===== config.mk =====
export PLATFORM = sky130hd
export DESIGN_NAME = elem_select_dwa
export DESIGN_NICKNAME = d
export VERILOG_FILES = /design/src/rtl/dwa_pkg.sv /design/src/rtl/dwa_therm_dec.sv /design/src/rtl/dwa_rotator.sv /design/src/rtl/dwa_channel.sv /design/src/rtl/elem_select_dwa.sv
export SDC_FILE = /design/constraint.sdc
export NUM_CORES = 1
export LEC_CHECK = 0
export ABC_AREA = 1
export BUFFER_PORTS_ARGS = -buffer_cell sky130_fd_sc_hd__buf_2
export CAP_MARGIN = 15
export CORE_AREA = 8 8 184 186
export CTS_CLUSTER_DIAMETER = 50
export DETAILED_ROUTE_END_ITERATION = 16
export DIE_AREA = 0 0 192 194
export SKIP_LAST_GASP = 1
export SLEW_MARGIN = 20
export SYNTH_ARGS = -nofsm -noshare
export SYNTH_HDL_FRONTEND = slang
export SYNTH_HIERARCHICAL = 1
export SYNTH_SLANG_ARGS = --single-unit

===== constraint.sdc =====
create_clock -name clk -period 2.4 [get_ports clk]
set_input_delay 0.48 -clock clk [delete_from_list [all_inputs] [get_ports clk]]
set_output_delay 0.48 -clock clk [all_outputs]
set_load 0.02 [all_outputs]

===== src/rtl/dwa_pkg.sv =====
package dwa_pkg;
    localparam int DEF_CODE_W = 4;
    localparam int DEF_NCH    = 2;

    // number of unit elements addressed by a code of the given width
    function automatic int elem_count(input int code_w);
        return (1 << code_w) - 1;
    endfunction
endpackage


===== src/rtl/dwa_therm_dec.sv =====
module dwa_therm_dec #(
    parameter int CODE_W   = 4,
    parameter int NUM_ELEM = 15
) (
    input  logic [CODE_W-1:0]   code,
    output logic [NUM_ELEM-1:0] therm
);
    for (genvar g = 0; g < NUM_ELEM; g++) begin : g_line
        assign therm[g] = (code > CODE_W'(g));
    end
endmodule


===== src/rtl/dwa_rotator.sv =====
module dwa_rotator #(
    parameter int NUM_ELEM = 15,
    parameter int PTR_W    = 4
) (
    input  logic [NUM_ELEM-1:0] din,
    input  logic [PTR_W-1:0]    rot,
    output logic [NUM_ELEM-1:0] dout
);
    localparam int IW = PTR_W + 1;

    // element g takes thermometer position (g - rot) mod NUM_ELEM
    for (genvar g = 0; g < NUM_ELEM; g++) begin : g_elem
        logic [IW-1:0] src;
        always_comb begin
            src = IW'(g) + IW'(NUM_ELEM) - IW'(rot);
            if (src >= IW'(NUM_ELEM)) begin
                src = src - IW'(NUM_ELEM);
            end
            dout[g] = din[src[PTR_W-1:0]];
        end
    end
endmodule


===== src/rtl/dwa_channel.sv =====
module dwa_channel #(
    parameter int CODE_W   = 4,
    parameter int NUM_ELEM = 15,
    parameter int PTR_W    = 4
) (
    input  logic                clk,
    input  logic                rst_n,
    input  logic                valid,
    input  logic [CODE_W-1:0]   code,
    output logic [NUM_ELEM-1:0] en
);
    localparam int SW = ((PTR_W > CODE_W) ? PTR_W : CODE_W) + 1;

    typedef struct packed {
        logic [PTR_W-1:0]    ptr;
        logic [NUM_ELEM-1:0] en;
    } chan_state_t;

    chan_state_t st_d, st_q;
    logic [NUM_ELEM-1:0] therm;
    logic [NUM_ELEM-1:0] rotated;
    logic [SW-1:0]       ptr_sum;

    dwa_therm_dec #(.CODE_W(CODE_W), .NUM_ELEM(NUM_ELEM)) u_dec (
        .code  (code),
        .therm (therm)
    );

    dwa_rotator #(.NUM_ELEM(NUM_ELEM), .PTR_W(PTR_W)) u_rot (
        .din  (therm),
        .rot  (st_q.ptr),
        .dout (rotated)
    );

    always_comb begin
        st_d    = st_q;
        ptr_sum = SW'(st_q.ptr) + SW'(code);
        if (ptr_sum >= SW'(NUM_ELEM)) begin
            ptr_sum = ptr_sum - SW'(NUM_ELEM);
        end
        if (valid) begin
            st_d.en  = rotated;
            st_d.ptr = ptr_sum[PTR_W-1:0];
        end else begin
            st_d.en  = '0;
        end
    end

    always_ff @(posedge clk or negedge rst_n) begin
        if (!rst_n) begin
            st_q <= '0;
        end else begin
            st_q <= st_d;
        end
    end

    assign en = st_q.en;
endmodule


===== src/rtl/elem_select_dwa.sv =====
module elem_select_dwa #(
    parameter int NCH    = dwa_pkg::DEF_NCH,
    parameter int CODE_W = dwa_pkg::DEF_CODE_W
) (
    input  logic                                          clk,
    input  logic                                          rst_n,
    input  logic                                          in_valid,
    input  logic [NCH*CODE_W-1:0]                         in_code,
    output logic [NCH*dwa_pkg::elem_count(CODE_W)-1:0]    out_en
);
    localparam int NUM_ELEM = dwa_pkg::elem_count(CODE_W);
    localparam int PTR_W    = $clog2(NUM_ELEM);

    for (genvar c = 0; c < NCH; c++) begin : g_ch
        dwa_channel #(
            .CODE_W   (CODE_W),
            .NUM_ELEM (NUM_ELEM),
            .PTR_W    (PTR_W)
        ) u_chan (
            .clk   (clk),
            .rst_n (rst_n),
            .valid (in_valid),
            .code  (in_code[c*CODE_W +: CODE_W]),
            .en    (out_en[c*NUM_ELEM +: NUM_ELEM])
        );
    end
endmodule


==> key figures <==
Status
  – Run status: complete, no violations

STA
  – Setup-violating endpoint count in the final report: 0
  – RSZ-0062 raised after global routing: true
  – Headroom to the max-slew limit: between 60% and 70%
  – Final Max Slew Viols: 0
  – Worst hold slack after final layout: about 260 ps
  – Maximum operating frequency: approximately 430 MHz
  – Worst Tran Pin Value: 590 ps
  – Final clock period utilization by the worst path: slightly below 100%
  – Worst clock skew: between 8 and 9 ps
  – Post-layout minimum cycle time: approximately 2300 ps
  – Final hold vios: 0

Synthesis
  – Post-synth top area share: between 20% and 30%
  – Leading area contributor after synthesis: sky130_fd_sc_hd__nand2_1
  – Cell count after synthesis: between 1,500 and 2,000
  – Number of synthesized flops with an enable pin: 0
  – Main combinational cell family by area after synthesis: simple AND/OR/NAND/NOR gates
  – Prevailing post-synth register cell: sky130_fd_sc_hd__dfrtp_1
  – Xor/xnor share of the synthesized area: approximately 2.5%
  – Multiplexer fraction of the synthesized cell area: 0%
  – Mean instance size in the synthesized netlist: about 5.7 µm²
  – Post-synth top cells: 602 x sky130_fd_sc_hd__nand2_1, 420 x sky130_fd_sc_hd__nand3_1, 188 x sky130_fd_sc_hd__inv_1
  – Synthesized net count: about 1,900
  – Async set or reset register ratio after synthesis: between 90% and 100%
  – Post-synth design cell area: between 0.01 and 0.015 mm²
  – Synth Warn #: 6
  – Seq/Total Area, Yosys: 8.88%
  – Top post-synthesis cells by area: sky130_fd_sc_hd__nand2_1 21%, sky130_fd_sc_hd__nand3_1 20%, sky130_fd_sc_hd__dfrtp_1 8.9%
  – Most frequent cell after synthesis: sky130_fd_sc_hd__nand2_1
  – Synthesized-area fraction occupied by ao, oa, aoi and oai cells: 14.7%
  – Arithmetic-cell share of the synthesized area counting full adders, half adders and majority gates: around 5.7%
  – Post-synthesis simple-gate area fraction: ~55%
  – Number of flip-flops and latches in the synthesized netlist: 38
  – Distinct cells, synth: 40

Setup path
  – Type of the worst setup path: flip-flop to flip-flop
  – Highest cell delay on the worst timing path: ~400 ps
  – Cell Chain, Critical Path: buf_6 > ha_1 > nand2_4 > nand3_4 > o21ai_1 > inv_1 > nand3_1 > nand2_1 > a21oi_1 > nand2_1 > o21a_1 > nand2_1 > inv_1
  – R2R depth: 13
  – CP most frequent cell: sky130_fd_sc_hd__nand2_1
  – Type of destination of the critical path: flip-flop
  – Critical path's slowest cell: sky130_fd_sc_hd__dfrtp_1
  – Arrival time of data at the critical path endpoint: 2510 ps
  – FF-to-FF setup slack: around 80 ps
  – CP max FO: 10
  – Endpoint of the most critical register-to-register path: g_ch[0].u_chan/en[12]$_DFF_PN0_
  – CP required: about 2600 ps
  – CP Launch Type: flip-flop
  – Reg2Reg Launch Point: g_ch[0].u_chan/st_q[17]$_DFFE_PN0P_

Place
  – Number of buffers added on ports: 40
  – HPWL reported at the end of detailed placement: 30.4 mm
  – Placed cell count: 2,363
  – Final weighted congestion in routability-driven placement: between 0.9 and 1

Clock tree
  – Number of sinks driven by the clock tree: 38
  – Clock tree from TritonCTS: done
  – Maximum clock insertion buffer count: 2
  – Clock-pin slew of the registers on the worst-case setup and hold paths: roughly 70 ps
  – TritonCTS buffer count: 5
  – Clock latency at the later pin of the worst-skew pair: approximately 300 ps
  – Number of hold-repair buffers added at the cts stage: 0
  – Number of H-tree levels: 2
  – Cell chosen for the clock root: sky130_fd_sc_hd__clkbuf_16

GRT
  – Initial antenna violation count: 0
  – Number of global-route vias before repair: 11,900
  – Total global-route track usage: 20.8%
  – Maximum number of pins on one net before global-route repair: 39
  – Overflow left after global routing: 0
  – First-pass GRT wire length: 62.9 mm

Finish
  – Ratio of cells with drive above 1 in the final layout: a little under a quarter
  – Fraction of the core area covered by cells at the end of the flow: 40.6%
  – Number of nets in the layout: 2,051
  – Area added between synthesis and finish: 17.9%
  – Number of antenna diodes: 0
  – Final Non-Filler Cells: around 2,400

Floorplanning
  – Core Rows: 65
  – Die height: ~190 µm
  – Placeable Area: 0.0311 mm²
  – Die width: 192 µm
  – Number of top-level design ports: 41
  – Starting density of the core: about a third
  – DIE AREA: 0.0372 mm²

Drt
  – Final WL: 40.2 mm
  – Number of design rule violations left after detail routing: 0
  – First-pass detailed-route iteration total: 6
  – Vias per inst: 5.47
  – Post-detailed-route count of antenna-violating nets: 0
  – Average wire per standard cell: 16.8 µm
  – DR vias: ~13,000
  – Number of design-rule violations left by the first detailed-router iteration: between 1,000 and 1,500

Worst hold path
  – Hold Crit Class: input port to async pin

Run
  – Max-cap check violation count: 0
logic make-up (layout without fill, tap and decap cells):
kind of cell	count (synthesis)	in the layout
compound gates	238	238
xor+xnor	18	19
fa+ha+maj	48	48
buf+inv	312	411
flops	38	38
simple gates	1234	1239
worst max-delay path, delay by kind of cell, from the launching register on:
family / cells / cell delay (ps)
flops: 1 / 410
buf+inv: 3 / 360
simple gates: 6 / 590
compound gates: 3 / 630
fa+ha+maj: 1 / 210
metal layers:
| layer | vias to the layer above | track usage, % | wire length (µm) |
|---|---|---|---|
| li1 | 6440 | - | - |
| met1 | 5909 | 26.9 | 16800 |
| met2 | 603 | 34.4 | 18300 |
| met3 | 148 | 2.43 | 3160 |
| met4 | 0 | 8.52 | 1940 |
| met5 | - | 0 | 0 |
what timing repair did:
action,4_1_cts,5_1_grt
setup buffers,0,18
resized for setup,0,110
endpoints found under the setup margin,0,30
worst max-delay path by stage:
stage / from / end / cells past startpoint
finish: g_ch[0].u_chan/st_q[17]$_DFFE_PN0P_ / g_ch[0].u_chan/en[12]$_DFF_PN0_ / 13
global route: g_ch[1].u_chan/st_q[16]$_DFFE_PN0P_ / g_ch[1].u_chan/en[2]$_DFF_PN0_ / 15
CTS: g_ch[0].u_chan/st_q[16]$_DFFE_PN0P_ / g_ch[0].u_chan/en[13]$_DFF_PN0_ / 14
detailed placement: g_ch[1].u_chan/st_q[18]$_DFFE_PN0P_ / g_ch[1].u_chan/en[7]$_DFF_PN0_ / 12
global placement: g_ch[0].u_chan/st_q[15]$_DFFE_PN0P_ / g_ch[0].u_chan/en[11]$_DFF_PN0_ / 16
floorplan: g_ch[0].u_chan/st_q[15]$_DFFE_PN0P_ / g_ch[0].u_chan/en[13]$_DFF_PN0_ / 19
state kept, by name (all words and copies together), names as in the netlist:
signal,flops
g_ch.u_chan/en,30
g_ch.u_chan/st_q,8
cells in the final DEF (no fill, tap or decap), types with 4 or more instances in the layout:
cell,count
sky130_fd_sc_hd__clkbuf_16,5
sky130_fd_sc_hd__o21a_1,4
sky130_fd_sc_hd__xor2_4,5
sky130_fd_sc_hd__nand3_2,14
sky130_fd_sc_hd__nor2_2,4
sky130_fd_sc_hd__a21oi_2,12
sky130_fd_sc_hd__nand3_1,413
sky130_fd_sc_hd__nand3b_1,14
sky130_fd_sc_hd__nand2_1,584
sky130_fd_sc_hd__o21ai_1,27
sky130_fd_sc_hd__clkinv_1,12
sky130_fd_sc_hd__o211ai_1,78
sky130_fd_sc_hd__a21oi_4,5
sky130_fd_sc_hd__buf_12,9
sky130_fd_sc_hd__inv_4,4
sky130_fd_sc_hd__nand3_4,7
sky130_fd_sc_hd__inv_2,24
sky130_fd_sc_hd__nor2_4,4
sky130_fd_sc_hd__buf_4,124
sky130_fd_sc_hd__xnor2_1,4
sky130_fd_sc_hd__buf_2,40
sky130_fd_sc_hd__nand4_1,10
sky130_fd_sc_hd__buf_6,6
sky130_fd_sc_hd__nand2_2,77
sky130_fd_sc_hd__ha_1,35
sky130_fd_sc_hd__xor2_2,5
sky130_fd_sc_hd__inv_1,184
sky130_fd_sc_hd__dfrtp_1,33
sky130_fd_sc_hd__ha_2,8
sky130_fd_sc_hd__dfrtp_2,5
sky130_fd_sc_hd__xor2_1,5
sky130_fd_sc_hd__o21ai_2,29
sky130_fd_sc_hd__o21ai_0,47
sky130_fd_sc_hd__a21oi_1,31
sky130_fd_sc_hd__nand2_4,57
sky130_fd_sc_hd__nor2_1,44
stage by stage:
stage          setup slack [ps]  area [µm²]  setup TNS (ps)
4_1_cts                    12.3       12000               0
3_3_place_gp               41.6       11800               0
2_1_floorplan              6.70       10800               0
5_1_grt                   -64.3       12600            -379
3_5_place_dp               18.3       11800               0
6_report                   79.2       12600               0
cell type report:
class                      instances  area, µm²
fill                            3384      18400
sequential                        38        957
tap                              402        503
timing repair buffer             179       1380
multi-input combinational       1544       8740
inverter                         224        851
clock buffer                       5        125
clock inverter                     3       68.8
Power is left out: the tool's default activity adds up to more than one toggle a clock period on the data nets, which glitch-free logic cannot reach.
